===== config.mk =====
export PLATFORM = sky130hd
export DESIGN_NAME = lcd_stat_irq
export DESIGN_NICKNAME = d
export VERILOG_FILES = /design/src/rtl/lcd_stat_pkg.sv /design/src/rtl/lcd_stat_regs.sv /design/src/rtl/lcd_stat_cond.sv /design/src/rtl/lcd_stat_irq_gen.sv /design/src/rtl/lcd_stat_irq.sv
export SDC_FILE = /design/constraint.sdc
export NUM_CORES = 1
export LEC_CHECK = 0
export ABC_AREA = 1
export CAP_MARGIN = 20
export CORE_AREA = 4 4 41 43
export DETAILED_ROUTE_END_ITERATION = 10
export DIE_AREA = 0 0 45 47
export DONT_BUFFER_PORTS = 1
export HOLD_SLACK_MARGIN = 0.12
export MAX_ROUTING_LAYER = met4
export REMOVE_ABC_BUFFERS = 1
export SLEW_MARGIN = 20
export SYNTH_ARGS = -nofsm -noshare
export SYNTH_HDL_FRONTEND = slang
export SYNTH_SLANG_ARGS = --single-unit

===== constraint.sdc =====
create_clock -name clk -period 0.8 [get_ports clk]
set_input_delay 0.16 -clock clk [delete_from_list [all_inputs] [get_ports clk]]
set_output_delay 0.16 -clock clk [all_outputs]
set_load 0.03 [all_outputs]

===== src/rtl/lcd_stat_pkg.sv =====
package lcd_stat_pkg;
  typedef enum logic [1:0] {
    MODE_HBL  = 2'd0,
    MODE_VBL  = 2'd1,
    MODE_SCAN = 2'd2,
    MODE_XFER = 2'd3
  } lcd_mode_e;

  // bit positions inside the status byte
  localparam int STAT_W     = 8;
  localparam int EN_LO      = 3;
  localparam int EN_HI      = 6;
  localparam int EN_W       = EN_HI - EN_LO + 1;
  localparam int MATCH_BIT  = 2;
  // enable index of the line-compare source inside the enable field
  localparam int EN_MATCH   = EN_W - 1;
  // number of modes that may act as a source (modes 0..2)
  localparam int N_MODE_SRC = 3;
endpackage


===== src/rtl/lcd_stat_regs.sv =====
module lcd_stat_regs
  import lcd_stat_pkg::*;
#(
  parameter int LINE_W = 8
) (
  input  logic                clk,
  input  logic                rst,
  input  logic                wr_en,
  input  logic [STAT_W-1:0]   wr_data,
  input  logic [1:0]          mode_in,
  input  logic [LINE_W-1:0]   line_in,
  input  logic [LINE_W-1:0]   cmp_in,
  input  logic                disp_en,
  output logic [EN_W-1:0]     en_q,
  output logic                match_q,
  output logic [1:0]          mode_q,
  output logic                disp_q
);
  always_ff @(posedge clk) begin
    if (rst) begin
      en_q    <= '0;
      match_q <= 1'b0;
      mode_q  <= MODE_HBL;
      disp_q  <= 1'b0;
    end else begin
      if (wr_en) en_q <= wr_data[EN_HI:EN_LO];
      match_q <= (line_in == cmp_in);
      mode_q  <= mode_in;
      disp_q  <= disp_en;
    end
  end
endmodule


===== src/rtl/lcd_stat_cond.sv =====
module lcd_stat_cond
  import lcd_stat_pkg::*;
(
  input  logic [EN_W-1:0] en_i,
  input  logic            match_i,
  input  logic [1:0]      mode_i,
  input  logic            disp_i,
  output logic            cond_o
);
  logic [N_MODE_SRC-1:0] mode_src;

  for (genvar g = 0; g < N_MODE_SRC; g++) begin : g_mode_src
    assign mode_src[g] = en_i[g] && (mode_i == 2'(g));
  end

  assign cond_o = disp_i && ((match_i && en_i[EN_MATCH]) || (|mode_src));
endmodule


===== src/rtl/lcd_stat_irq_gen.sv =====
module lcd_stat_irq_gen (
  input  logic clk,
  input  logic rst,
  input  logic cond_i,
  input  logic legacy_i,
  input  logic wr_en_i,
  input  logic mode_hi_i,
  input  logic disp_i,
  output logic irq_o
);
  logic cond_prev;
  logic quirk_hit;

  assign quirk_hit = legacy_i && wr_en_i && !mode_hi_i && disp_i;

  always_ff @(posedge clk) begin
    if (rst) begin
      cond_prev <= 1'b0;
      irq_o     <= 1'b0;
    end else begin
      cond_prev <= cond_i;
      irq_o     <= (cond_i && !cond_prev) || quirk_hit;
    end
  end

  assert_off_silent_R7: assert property (@(posedge clk) disable iff (rst)
    irq_o |-> $past(disp_i));

  assert_quirk_fires_R8: assert property (@(posedge clk) disable iff (rst)
    (legacy_i && wr_en_i && !mode_hi_i && disp_i) |=> irq_o);
endmodule


===== src/rtl/lcd_stat_irq.sv =====
module lcd_stat_irq
  import lcd_stat_pkg::*;
#(
  parameter int LINE_W = 8
) (
  input  logic              clk,
  input  logic              rst,
  input  logic              disp_en,
  input  logic [1:0]        mode_in,
  input  logic [LINE_W-1:0] line_in,
  input  logic [LINE_W-1:0] cmp_in,
  input  logic              legacy_en,
  input  logic              wr_en,
  input  logic [7:0]        wr_data,
  output logic [7:0]        rd_data,
  output logic              stat_irq
);
  logic [EN_W-1:0] en_q;
  logic            match_q;
  logic [1:0]      mode_q;
  logic            disp_q;
  logic            cond;

  lcd_stat_regs #(.LINE_W(LINE_W)) u_regs (
    .clk     (clk),
    .rst     (rst),
    .wr_en   (wr_en),
    .wr_data (wr_data),
    .mode_in (mode_in),
    .line_in (line_in),
    .cmp_in  (cmp_in),
    .disp_en (disp_en),
    .en_q    (en_q),
    .match_q (match_q),
    .mode_q  (mode_q),
    .disp_q  (disp_q)
  );

  lcd_stat_cond u_cond (
    .en_i    (en_q),
    .match_i (match_q),
    .mode_i  (mode_q),
    .disp_i  (disp_q),
    .cond_o  (cond)
  );

  lcd_stat_irq_gen u_irq (
    .clk       (clk),
    .rst       (rst),
    .cond_i    (cond),
    .legacy_i  (legacy_en),
    .wr_en_i   (wr_en),
    .mode_hi_i (mode_q[1]),
    .disp_i    (disp_q),
    .irq_o     (stat_irq)
  );

  assign rd_data = {1'b1, en_q, match_q, mode_q};

  assert_write_lands_R2: assert property (@(posedge clk) disable iff (rst)
    wr_en |=> (rd_data[7] && rd_data[EN_HI:EN_LO] == $past(wr_data[EN_HI:EN_LO])));

  assert_match_source_R3: assert property (@(posedge clk) disable iff (rst)
    rd_data[MATCH_BIT] |-> $past(line_in == cmp_in));

  assert_xfer_quiet_R5: assert property (@(posedge clk) disable iff (rst)
    (rd_data[1:0] == 2'd3 && !(rd_data[MATCH_BIT] && rd_data[EN_HI])) |=> !stat_irq);
endmodule


======== Word-level counts from Yosys, hierarchy flattened ========
Index checks and enable logic that the tools add are counted.
cells by class
  equal/unequal tests ..................... 3
  reduce and logical (&&, ||, !) cells .... 15
operators with widths
  cell                  count
  $logic_and A1 B1 Y1   9
  $eq A8 B8 Y1          1
  $reduce_or A3 Y1      1
  $eq A2 B1 Y1 const B  1
  $eq A2 B2 Y1 const B  1
  $logic_not A1 Y1      2
  $logic_not A2 Y1      1
  $logic_or A1 B1 Y1    2
word-level totals
  register bits after elaboration ......... 10
  bits of input ports ..................... 31
  output and inout port bits .............. 9
  logic and storage cells ................. 24

======== Logic depth before layout (Yosys ltp) ========
  depth in word-level cells ............... 7
  depth in mapped cells ................... 7
  mapped depth without buffers ............ 7

======== Modules after synthesis ========
From an unflattened synthesis, not the netlist that was laid out.
second synthesis, totals
  cells, all modules ...................... 92
  area, all modules ....................... 549.3 µm²
modules (own cells, without submodules)
  module            instances  cells an instance  area an instance (µm²)  sequential area each (µm²)
  lcd_stat_regs     1          64                 397.9                   160.2
  lcd_stat_irq_gen  1          13                 85.1                    40.0
  lcd_stat_cond     1          12                 47.5                    0.0
  lcd_stat_irq      1          3                  18.8                    0.0

======== Least setup slack after synthesis ========
Ideal clock, no wire load.
  kind .................................... reg2reg
  start ................................... reg u_regs.mode_q[0]
  end ..................................... reg u_irq.irq_o
  setup time .............................. 113 ps
  data arrival time ....................... 865 ps
  required time ........................... 687 ps
  slack ................................... -178 ps
  stages on the path, launching flop included .. 8
  path buffers ............................ 0
  period minus slack after synthesis ...... 978 ps
  path through ............................ dfxtp_1 -> inv_2 -> nand3_1 -> nand2_1 -> inv_1 -> nand2_1 -> nand3_1 -> nand2_1
on the way
  cells in the longest elaborated chain, start to end .. 7
  elaborated cells between the ends (all ways) .. 11
  those cells by class .................... 2 x eq/ne; 9 x reduce/logical
ends and longest elaborated chain
  what                                        RTL line                text
  start, declared                             lcd_stat_regs.sv:16     output logic [1:0] mode_q,
  start signal, assigned                      lcd_stat_regs.sv:28     mode_q <= mode_in;
  $eq A2 B1 Y1, or another cell as far along  lcd_stat_cond.sv:13     assign mode_src[g] = en_i[g] && (mode_i == 2'(g));
  $logic_and A1 B1 Y1                         lcd_stat_cond.sv:13
  $reduce_or A3 Y1 *                          lcd_stat_cond.sv:16     assign cond_o = disp_i && ((match_i && en_i[EN_MATCH]) || (|mode_src));
  $logic_or A1 B1 Y1 *                        lcd_stat_cond.sv:16
  $logic_and A1 B1 Y1 *                       lcd_stat_cond.sv:16
  $logic_and A1 B1 Y1 *                       lcd_stat_irq_gen.sv:22  irq_o <= (cond_i && !cond_prev) || quirk_hit;
  $logic_or A1 B1 Y1 *                        lcd_stat_irq_gen.sv:22
  end signal, assigned                        lcd_stat_irq_gen.sv:22
  end, declared                               lcd_stat_irq_gen.sv:9   output logic irq_o
Every way passes the cells marked *; elsewhere a longest branch is shown, timed or not.
A chain may end at the register's enable or synchronous reset.

======== Worst setup path after layout ========
  start ................................... reg u_regs.mode_q[0]
  end ..................................... out rd_data[0]
RTL lines
  what           RTL line            text
  end, declared  lcd_stat_irq.sv:15  output logic [7:0] rd_data,
No word-level cell between the ends.

==> impl_metrics.csv <==
group,metric,value,unit
setup_path,critPathArrivalTime,820,ps
routing,viasPerCell,4.636,
timing,finalMaxSlewViolations,0,
setup_path,r2r_setup_slack,-100,ps
cts,cts_made_buffers,3,
setup_path,critPathSlowestCell,"dfxtp_2",
final_layout,fin_cells,121,
cts,clock-root-buffer,"clkbuf_4",
floorplanning,ioPinCount,40,
routing,drc_errors,0,
timing,final-setup-viol-count,10,
yosys,synth_seq_cells,10,
power_and_ir_drop,power_per_cell_area,1553,mW/mm2
cts,clk_latency,260,ps
grt,grt_max_degree,9,
floorplanning,num_rows,13,
yosys,synthMuxAreaShare,0,
setup_path,r2r_start,"u_regs.mode_q[0]",
yosys,synth_largest_area_cell,"dfxtp_1",
yosys,synth_top_area_frac,0.3579,
grt,grt_overflow,0,
setup_path,path_buf_inv,2,
cts,clock_sinks,10,
timing,setup_ws,-180.1,ps
floorplanning,die_area,0.002115,mm2
routing,drtAntennaViolNets,0,
timing,rsz0062_at_grt,"yes",
floorplanning,die_width,45,um
yosys,ys_warn_count,0,
yosys,avgSynthCellArea,6.429,um2
final_layout,final_cell_area,803.3,um2
place,finalWeightedCongestion,0.7852,
yosys,synth_area_leaders,"dfxtp_1 36%, nand2_1 15%, inv_1 11%",
setup_path,crit_path_start_kind,"register",
place,dpl.hpwl,865.2,um
cts,cts_hold_buf,10,
final_layout,n_antenna_cell,0,
timing,skew,5.489,ps
floorplanning,start_util,0.4298,
yosys,synth-simple-area-share,0.3490,
place,placed_cells,106,
timing,hold_slack,78.30,ps
cts,cts_tree,"built",
hold_path,min_path_cells,3,
grt,antenna_found_initial,0,
timing,final_hold_viol_count,0,
power_and_ir_drop,vdd_drop_max,0.7231,mV
routing,totalWireLength,1222,um
routing,vias,561,
grt,grt_pass1_vias,583,
setup_path,reg2regPathDepth,8,
grt,grt_pass1_wl,2056,um
floorplanning,coreArea,0.001301,mm2
final_layout,drive_gt1_frac,0.3019,
setup_path,path_delay_family,"flip-flops",
run_status,violations,"setup timing",
cts,ctsHtreeMaxLevel,1,
routing,dr.pass1.iters,2,
grt,grt.total_usage,0.1377,
yosys,synthCells,87,
cts,clkSlewWorstSetupHoldPaths,70,ps
setup_path,crit_type,"reg2out",
yosys,synth_compound_area_frac,0.07606,
final_layout,area_growth,43.62,%
hold_path,min_from,"line_in[2]",
final_layout,nNetsFinal,138,
timing,fmaxAchievable,1020,MHz
routing,drt-initial-drc-count,5,
setup_path,path_max_fanout,2,
setup_path,path_cells,"buf_6 -> buf_6",
routing,routedWlPerCell,10.10,um
setup_path,cpPeakStageDelay,330,ps
yosys,yosysUniqueCellTypes,20,
floorplanning,die_y,47,um
yosys,synth_top_family_by_area,"simple AND/OR/NAND/NOR gates",
timing,finalCriticalPeriod,980.1,ps
run_status,status,"complete, but fails checks",
hold_path,worstHoldPathType,"in2reg",
yosys,ys_seq_area_frac,0.3579,
place,placed_area,604.3,um2
job,maxCapViolations,0,
setup_path,reg2reg_to,"u_irq.irq_o",
yosys,synthXorXnorAreaFrac,0.01566,
hold_path,hold_end,"u_regs.match_q",
setup_path,path_common_cell,"buf_6",
power_and_ir_drop,p_leak,0.4273,nW
setup_path,required,640,ps
timing,min_period_over_period,1.225,
cts,cts_buffer_depth,2,
place,port_buffers,0,
setup_path,crit_path_end_kind,"output port",
yosys,synth_area,559.3,um2
yosys,synth_fa_ha_area_frac,0,
[cells by family after synthesis]
group           after synthesis
compound gates                6
xor+xnor                      1
buf+inv                      24
flops                        10
other cells                   1
simple gates                 45
[stage by stage]
step / util / total power, mW / setup TNS [ps] / setup slack [ps]
5_1_grt: 0.6173 / 1.313 / -1310 / -200.7
4_1_cts: 0.6077 / 1.250 / -1538 / -181.8
2_1_floorplan: - / 0.6920 / -430.2 / -178.3
3_5_place_dp: 0.4644 / 0.7392 / -37.42 / -31.61
3_3_place_gp: 0.4644 / 0.7359 / -17.34 / -17.34
6_report: 0.6173 / 1.248 / -910.2 / -180.1
[layout by cell type, fill, tap and decap left out]
cell type / instances
inv_1: 17
or2_1: 1
a211oi_2: 1
nand2_1: 21
or2_0: 1
nor2_2: 2
nand4_1: 1
clkbuf_8: 1
dlymetal6s4s_1: 2
nand3b_1: 1
dfxtp_4: 1
nand3_1: 4
nor2_1: 11
dfxtp_2: 7
o21ai_2: 1
nand2_2: 3
inv_2: 3
dfxtp_1: 2
a21oi_2: 1
clkbuf_4: 3
buf_4: 1
dlygate4sd3_1: 8
buf_6: 8
a21oi_1: 2
xnor2_1: 1
conb_1: 1
a211oi_1: 1
[metal layers]
| metal | part of all wire | vias up | routed length (um) | GRT usage |
|---|---|---|---|---|
| met1 | 0.39 | 245 | 481 | 0.1359 |
| met4 | 0.015 | 0 | 18 | 0.08772 |
| met3 | 0.10 | 2 | 128 | 0.01916 |
| li1 | - | 289 | - | - |
| met5 | 0 | - | 0 | - |
| met2 | 0.49 | 25 | 594 | 0.2514 |
[final cells by class]
class                           count  area, um2
Inverter                           20      75.07
Fill cell                         126      498.0
Tap cell                           15      18.77
Clock buffer                        4      36.28
Timing Repair Buffer               19      202.7
Sequential cell                    10      212.7
Multi-Input combinational cell     53      257.7
[synthesized netlist by cell type]
library cell / instances
nand2_2: 2
dfxtp_1: 10
a211oi_1: 2
nand3b_1: 1
o21ai_2: 1
buf_6: 1
nand4_1: 1
conb_1: 1
nor2_1: 11
buf_4: 3
nand2_1: 22
inv_1: 17
xnor2_1: 1
nor2_2: 2
nand3_1: 4
or2_0: 1
or2_1: 1
inv_2: 3
a21oi_2: 1
a21oi_1: 2
[worst reg2reg max path: stages (launching register included)]
cell and delay, ps:
dfxtp_2 340, buf_4 110, inv_2 30, nand3_1 50, nand2_1 60, inv_1 60
nand2_2 50, nand3_1 60, nand2_1 40
[registers in the layout (all words and copies together), names as in the netlist]
register / cells
u_regs.en_q: 4
u_regs.mode_q: 2
u_irq.cond_prev: 1
u_irq.irq_o: 1
u_regs.disp_q: 1
u_regs.match_q: 1
[how the worst max path moves through the flow]
stage	startpoint	end	cells after the start
after floorplan	u_regs.mode_q[0]	u_irq.irq_o	7
after global placement	u_regs.mode_q[0]	u_irq.irq_o	7
after detailed placement	u_regs.mode_q[0]	u_irq.irq_o	7
after CTS	u_regs.mode_q[0]	rd_data[0]	2
after global routing	u_regs.mode_q[0]	rd_data[0]	2
final	u_regs.mode_q[0]	rd_data[0]	2
[what timing repair did]
| action | 4_1_cts | 5_1_grt |
|---|---|---|
| cloned | 0 | 0 |
| setup endpoints to repair | 10 | 16 |
| endpoints found under the hold margin | 10 | 1 |
| setup buffers | 1 | 0 |
| gates resized for setup | 17 | 4 |
| pin swaps | 0 | 2 |
[power by group]
group | switching (mW) | total [mW] | internal, mW
registers | 0.0210 | 0.545 | 0.524
logic | 0.131 | 0.258 | 0.127
clock network | 0.169 | 0.445 | 0.276
(Power assumes the default switching activity.)
